`src/rtl/disp_clkdiv_pkg.sv`:
```
package disp_clkdiv_pkg;
  localparam int NUM_CHAN = 2;
  localparam int NUM_DIV  = 7;
  localparam int NUM_OUT  = NUM_CHAN * NUM_DIV;
  localparam int CODE_W   = 3;
  localparam int ID_W     = 4;
  localparam int REG_W    = 32;
  localparam int UPD_BIT  = 31;
  // destinations 0..1 live in register 0, the rest in register 1
  localparam int SEL_REG_DIVS = 2;
  localparam int PAR_REG_DIVS = NUM_DIV - SEL_REG_DIVS;

  typedef enum logic [ID_W-1:0] {
    DIV_VGA      = 4'd0,
    DIV_PIC      = 4'd1,
    DIV_TVENC    = 4'd2,
    DIV_HDMI_PNX = 4'd3,
    DIV_HDMI     = 4'd4,
    DIV_INTF     = 4'd5,
    DIV_LAYER    = 4'd6
  } div_id_e;

  function automatic int fld_reg(int id);
    return (id < SEL_REG_DIVS) ? 0 : 1;
  endfunction

  function automatic int fld_lsb(int chan, int id);
    if (id < SEL_REG_DIVS) return (chan * SEL_REG_DIVS + id) * CODE_W;
    return (chan * PAR_REG_DIVS + id - SEL_REG_DIVS) * CODE_W;
  endfunction
endpackage

```
`src/rtl/disp_clkdiv_regs.sv`:
```
module disp_clkdiv_regs
  import disp_clkdiv_pkg::*;
(
  input  logic                            clk_i,
  input  logic                            rst_ni,
  input  logic                            reg_we_i,
  input  logic                            reg_addr_i,
  input  logic [REG_W-1:0]                reg_wmask_i,
  input  logic [REG_W-1:0]                reg_wdata_i,
  input  logic                            fld_we_i,
  input  logic                            fld_chan_i,
  input  logic [ID_W-1:0]                 fld_id_i,
  input  logic [CODE_W-1:0]               fld_code_i,
  output logic [NUM_OUT-1:0][CODE_W-1:0]  shadow_o,
  output logic                            upd_flag_o,
  output logic                            arm_o
);
  logic flag_q;
  logic flag_wr;

  assign flag_wr = reg_we_i && reg_addr_i && reg_wmask_i[UPD_BIT];
  // only a clear-to-set transition arms the transfer
  assign arm_o      = flag_wr && reg_wdata_i[UPD_BIT] && !flag_q;
  assign upd_flag_o = flag_q;

  always_ff @(posedge clk_i or negedge rst_ni) begin
    if (!rst_ni)      flag_q <= 1'b0;
    else if (flag_wr) flag_q <= reg_wdata_i[UPD_BIT];
  end

  for (genvar o = 0; o < NUM_OUT; o++) begin : g_shadow
    localparam int  CHAN = o / NUM_DIV;
    localparam int  ID   = o % NUM_DIV;
    localparam int  LSB  = fld_lsb(CHAN, ID);
    localparam logic RSEL = logic'(fld_reg(ID));

    logic [CODE_W-1:0] sh_q;
    logic [CODE_W-1:0] msk;
    logic              reg_hit;
    logic              fld_hit;

    assign msk     = reg_wmask_i[LSB +: CODE_W];
    assign reg_hit = reg_we_i && (reg_addr_i == RSEL);
    // register write wins; R6: ids >= NUM_DIV match no divider
    assign fld_hit = !reg_we_i && fld_we_i &&
                     (fld_chan_i == logic'(CHAN)) &&
                     (fld_id_i == ID_W'(ID));

    always_ff @(posedge clk_i or negedge rst_ni) begin
      if (!rst_ni)      sh_q <= '0;
      else if (reg_hit) sh_q <= (sh_q & ~msk) | (reg_wdata_i[LSB +: CODE_W] & msk);
      else if (fld_hit) sh_q <= fld_code_i;
    end

    assign shadow_o[o] = sh_q;
  end
endmodule

```
`src/rtl/disp_clkdiv_cnt.sv`:
```
module disp_clkdiv_cnt #(
  parameter int CODE_W = 3
) (
  input  logic              clk_i,
  input  logic              rst_ni,
  input  logic [CODE_W-1:0] shadow_i,
  input  logic              arm_i,
  output logic              en_o,
  output logic [CODE_W-1:0] act_o,
  output logic              pend_o
);
  logic [CODE_W-1:0] cnt_q;
  logic [CODE_W-1:0] act_q;
  logic              pend_q;
  logic              term;

  assign term   = (cnt_q == act_q);
  assign en_o   = term;
  assign act_o  = act_q;
  assign pend_o = pend_q;

  always_ff @(posedge clk_i or negedge rst_ni) begin
    if (!rst_ni) begin
      cnt_q <= '0;
      act_q <= '0;
    end else if (term) begin
      cnt_q <= '0;
      // swap codes only at a period boundary
      if (pend_q) act_q <= shadow_i;
    end else begin
      cnt_q <= cnt_q + 1'b1;
    end
  end

  always_ff @(posedge clk_i or negedge rst_ni) begin
    if (!rst_ni)    pend_q <= 1'b0;
    else if (arm_i) pend_q <= 1'b1;
    else if (term)  pend_q <= 1'b0;
  end
endmodule

```
`src/rtl/disp_clkdiv_bank.sv`:
```
module disp_clkdiv_bank
  import disp_clkdiv_pkg::*;
(
  input  logic               clk_i,
  input  logic               rst_ni,
  input  logic               reg_we_i,
  input  logic               reg_addr_i,
  input  logic [REG_W-1:0]   reg_wmask_i,
  input  logic [REG_W-1:0]   reg_wdata_i,
  input  logic               fld_we_i,
  input  logic               fld_chan_i,
  input  logic [ID_W-1:0]    fld_id_i,
  input  logic [CODE_W-1:0]  fld_code_i,
  output logic [NUM_OUT-1:0] clk_en_o
);
  logic [NUM_OUT-1:0][CODE_W-1:0] shadow;
  logic [NUM_OUT-1:0][CODE_W-1:0] act;
  logic [NUM_OUT-1:0]             pend;
  logic                           upd_flag;
  logic                           arm;

  disp_clkdiv_regs u_regs (
    .clk_i       (clk_i),
    .rst_ni      (rst_ni),
    .reg_we_i    (reg_we_i),
    .reg_addr_i  (reg_addr_i),
    .reg_wmask_i (reg_wmask_i),
    .reg_wdata_i (reg_wdata_i),
    .fld_we_i    (fld_we_i),
    .fld_chan_i  (fld_chan_i),
    .fld_id_i    (fld_id_i),
    .fld_code_i  (fld_code_i),
    .shadow_o    (shadow),
    .upd_flag_o  (upd_flag),
    .arm_o       (arm)
  );

  for (genvar o = 0; o < NUM_OUT; o++) begin : g_div
    disp_clkdiv_cnt #(.CODE_W(CODE_W)) u_cnt (
      .clk_i    (clk_i),
      .rst_ni   (rst_ni),
      .shadow_i (shadow[o]),
      .arm_i    (arm),
      .en_o     (clk_en_o[o]),
      .act_o    (act[o]),
      .pend_o   (pend[o])
    );
  end
endmodule

```
`config.mk`:
```
export PLATFORM = sky130hd
export DESIGN_NAME = disp_clkdiv_bank
export DESIGN_NICKNAME = d
export VERILOG_FILES = /design/src/rtl/disp_clkdiv_pkg.sv /design/src/rtl/disp_clkdiv_regs.sv /design/src/rtl/disp_clkdiv_cnt.sv /design/src/rtl/disp_clkdiv_bank.sv
export SDC_FILE = /design/constraint.sdc
export NUM_CORES = 1
export LEC_CHECK = 0
export BUFFER_PORTS_ARGS = -buffer_cell sky130_fd_sc_hd__buf_4
export CORE_ASPECT_RATIO = 0.8
export CORE_MARGIN = 2
export CORE_UTILIZATION = 62
export DETAILED_ROUTE_END_ITERATION = 8
export HOLD_SLACK_MARGIN = 0.15
export PLACE_DENSITY = 0.82
export SLEW_MARGIN = 40
export SYNTH_ARGS = -nofsm -noshare
export SYNTH_HDL_FRONTEND = slang
export SYNTH_HIERARCHICAL = 1
export SYNTH_SLANG_ARGS = --single-unit
```
`constraint.sdc`:
```
create_clock -name clk_i -period 2.5 [get_ports clk_i]
set_input_delay 0.5 -clock clk_i [delete_from_list [all_inputs] [get_ports clk_i]]
set_output_delay 0.5 -clock clk_i [all_outputs]
set_load 0.02 [all_outputs]
```
* Word level (Yosys, flattened, before mapping)
Index checks and enable logic that the tools add are counted.
Cells by class: equality and inequality tests 20, $add $sub $neg 14, reductions and logical operators 67, bitwise gates (word level) 50, multiplexer cells 70
Operator list (count):
- 3-bit 2-to-1 mux | 42
- 3-bit AND | 24
- 2-bit nonzero test | 28
- 3-bit by 1-bit adder with 3-bit output (second input constant) | 14
- 3-bit == test | 14
- 3-bit bitwise OR | 14
- 3-bit inverter | 10
- 1-bit 2-to-1 mux | 28
- 2-bit AND reduction | 14
- 1-bit logical AND | 22
- 4-bit by 3-bit == test with 1-bit output (second input constant) | 3
- 4-bit by 2-bit == test with 1-bit output (second input constant) | 2
- 4-bit by 1-bit == test with 1-bit output (second input constant) | 1
- 4-bit zero test | 1
- 1-bit zero test | 2
- 1-bit inverter | 2
Storage, ports and cells: word-level logic and storage cells 278, output and inout port bits 14, input port bits 77, register bits after elaboration 141

* Logic depth before layout (Yosys ltp)
depth in word-level cells 6, mapped depth 6, mapped depth without buffers 4

* Modules after synthesis
Netlist, hierarchy kept.
By module, submodules not included:
- disp_clkdiv_cnt | cells each 23, area each 300.3 um^2, seq. area each 175.2 um^2, instances 14
- disp_clkdiv_regs | cells each 275, area each 2668.8 um^2, seq. area each 1076.0 um^2, instances 1

* Worst setup path before layout
Ideal clock, no wire load.
kind input-to-reg, start input reg_we_i, end register g_div[0].u_cnt.pend_q, stages 6, setup time 0.078 ns, arrival time 1.791 ns, data required time 2.422 ns, buffers on the path 2, slack 0.631 ns, cell sequence buf_6 -> and2_1 -> buf_2 -> nand2_1 -> nor3b_1 -> o21bai_1
Between the ends: word-level cells in the longest chain between the ends 5, elaborated cells between the ends (all ways) 6, those cells by class mux (1); reduce/logical (5)
RTL lines:
- start: declaration | RTL line disp_clkdiv_bank.sv:6 | input logic reg_we_i,
- 1-bit logical AND * (2 in a row) | RTL line disp_clkdiv_regs.sv:21 | assign flag_wr = reg_we_i && reg_addr_i && reg_wmask_i[UPD_BIT];
- 1-bit logical AND * (2 in a row) | RTL line disp_clkdiv_regs.sv:23 | assign arm_o = flag_wr && reg_wdata_i[UPD_BIT] && !flag_q;
- via arm | RTL line disp_clkdiv_bank.sv:20 | logic arm;
- 1-bit 2-to-1 mux / 2-bit nonzero test (equally long branches)
- end signal: assignment | RTL line disp_clkdiv_cnt.sv:36 | if (!rst_ni) pend_q <= 1'b0;
- end signal: assignment | RTL line disp_clkdiv_cnt.sv:37 | else if (arm_i) pend_q <= 1'b1;
- end signal: assignment | RTL line disp_clkdiv_cnt.sv:38 | else if (term) pend_q <= 1'b0;
- end: declaration | RTL line disp_clkdiv_cnt.sv:14 | logic pend_q;
The timed path passes the listed nets; every way through them passes the cells marked *. A chain may end at the register's enable or synchronous reset.

* Final worst setup path
start register g_div[8].u_cnt.cnt_q[0], end output clk_en_o[8]
Between the ends: word-level cells in the longest chain between the ends 1
RTL lines:
- start: declaration | RTL line disp_clkdiv_cnt.sv:12 | logic [CODE_W-1:0] cnt_q;
- start signal: assignment | RTL line disp_clkdiv_cnt.sv:31 | cnt_q <= cnt_q + 1'b1;
- 3-bit == test | RTL line disp_clkdiv_cnt.sv:17 | assign term = (cnt_q == act_q);
- end: declaration | RTL line disp_clkdiv_bank.sv:14 | output logic [NUM_OUT-1:0] clk_en_o
No other way between the ends.

==> metrics.txt <==
status completed; initial antenna violation count 0; global-route wire length before repair 26090 µm; top cell type's share of synthesized area 0.5134; remaining global-route overflow 0; sequential cell area fraction in the yosys report 0.5134; design area 8244 µm²; GRT Total Usage 0.2836; HPWL Detailed 10790 µm; setup violators final 0; Core Area 10850 µm²; utilization after layout 0.7600; Worst Setup End Kind output port; htree depth 4; Pwr Density 1216 nW/µm²; final worst slack 452.2 ps; CTS resizes 0; # IOs 91; initial drt markers 470; Starting Density 0.6336; Post-Synthesis Cells 597; die width 121.7 µm; worst hold margin 117.9 ps; commonest cells in the synthesized netlist 141 x dfrtp_1, 56 x xnor2_1, 45 x nor2_1; Layout Skew 6.402 ps; FP Rows 34; syn nets 688; total design power 10.02 mW; Most used DFF post-synth dfrtp_1; Worst Path Required 2000 ps; r2r startpoint g_div[7].u_cnt/cnt_q[0]; # DRC 0; Max Used Layer met4; RePlAce Congestion 0.8619; r2r worst-path depth 3; average size of a mapped cell 11.51 µm²; sw frac 0.3275; Worst IR Drop VDD 0.8092 mV; dpl cells 804; clock-pin slew on the worst setup and hold paths 60 ps; Crit Path Category reg2out; DIE HEIGHT 98.17 µm; FF-to-FF End g_div[7].u_cnt/act_o[2]; Nets 770; Max clock buf depth 2; met3 wire len 1085 µm; measured slew at the worst slew-check pin 834.9 ps; antenna viol nets, final 0; post-CTS setup buffers 0; FF+latch count, synth 141; register share of total power 0.390; Hold Fails Final Rpt 0; Post-synth EDFFs 0; number of global-route vias before repair 5278; largest net degree at the start of global routing 94; Fmax 488.3 MHz; crit start category flip-flop; metal1 wirelength 6594 µm; die area 11950 µm²; switching pwr 3.283 mW; proportion of layout cells with a drive suffix above 1 0.2630; TritonCTS clock tree yes; fin crit period 2048 ps; Inserted Diodes 0; clock root buffer clkbuf_16; Internal 6.739 mW; DR WL met2 8128 µm; Hold WC Path Type in2async; critical path data arrival time 1550 ps; count leader, synth dfrtp_1; final WL 16090 µm; leading area contributor after synthesis dfrtp_1; period utilisation layout 0.8191; Slew HR 0.4391; CTS sink count 141; most area-consuming cells after synthesis dfrtp_1 51%, xnor2_1 7.1%, mux2_2 7.0%; final std cells w/o fill 836; via count 5160; Syn Std Cell Area 6873 µm²; setup TNS 0 ps; PortBufs 88; Comb pwr share 0.341; Final Slew Violations 0; Worst-Skew Late Latency 410 ps; # hold bufs at CTS 0; Post-DP Area 7619 µm²; Distinct cells, synth 46; DP Worst Slack 547.1 ps; RSZ-0062 raised after global routing no; vias per std cell 6.172; First-pass DRT Iterations 5; clock share of power 0.269; synth warn 6; r2r setup slk 1130 ps; Pleak 3.692 nW; ys async rst share 1.000; max_cap viols 0; CTS Buf Count 17; drt wl/cell 19.25 µm; Worst Path Max Fanout 5; area delta synth->final 19.95%
## kinds of logic (layout without fill, tap and decap cells)
| kind of cell | Yosys count | in the layout | share of synthesized area |
|---|---|---|---|
| fa+ha+maj | 14 | 14 | 0.02549 |
| simple gates | 166 | 166 | 0.1435 |
| flops | 141 | 141 | 0.5134 |
| mux | 66 | 66 | 0.1039 |
| xor+xnor | 56 | 56 | 0.07136 |
| compound gates | 96 | 96 | 0.1036 |
| buf+inv | 58 | 153 | 0.03878 |
## placed cells by master (no fill, tap or decap), drive strengths merged, types with 19 or more instances in the layout
master	n
inv	27
clkbuf	25
mux2i	23
buf	94
mux2	43
xnor2	56
nor2	45
and3	19
dfrtp	141
nor2b	22
## layout make-up
type,instances,area [µm²]
sequential,141,3528
fill,682,2604
multi-input combinational,398,3078
clock buffer,25,465.4
inverter,27,101.3
clock inverter,7,160.2
tap,144,180.2
timing repair buffer,94,730.7
## worst max path at each step
stage          slack, ps               endpoint               startpoint
4_1_cts              470            clk_en_o[4]  g_div[4].u_cnt/cnt_q[2]
2_1_floorplan        630  g_div[0].u_cnt/pend_o                 reg_we_i
6_report             450            clk_en_o[8]  g_div[8].u_cnt/cnt_q[0]
5_1_grt              400            clk_en_o[8]  g_div[8].u_cnt/cnt_q[0]
3_3_place_gp         590              flip-flop                 reg_we_i
3_5_place_dp         550              flip-flop                 reg_we_i
## worst max-delay path, stage by stage, from the launching register on
cell and delay, ps:
dfrtp_1 410, xnor2_1 260, and3_2 300, buf_4 160
## metal layers
metal  up-vias  GRT usage
met5         -          0
met4         0     0.1034
met3        35    0.07185
met2       232     0.4723
met1      2577     0.3612
li1       2316          -
## power by group through the flow
stage / combinational [mW] / clock [mW] / sequential [mW]
global route: 3.75 / 2.85 / 4.01
detailed placement: 3.33 / 0 / 3.92
finish: 3.41 / 2.70 / 3.91
floorplan: 2.61 / 0 / 3.72
CTS: 3.42 / 2.73 / 3.91
global placement: 3.10 / 0 / 3.86
No activity file was read; power rests on OpenSTA's default activity.
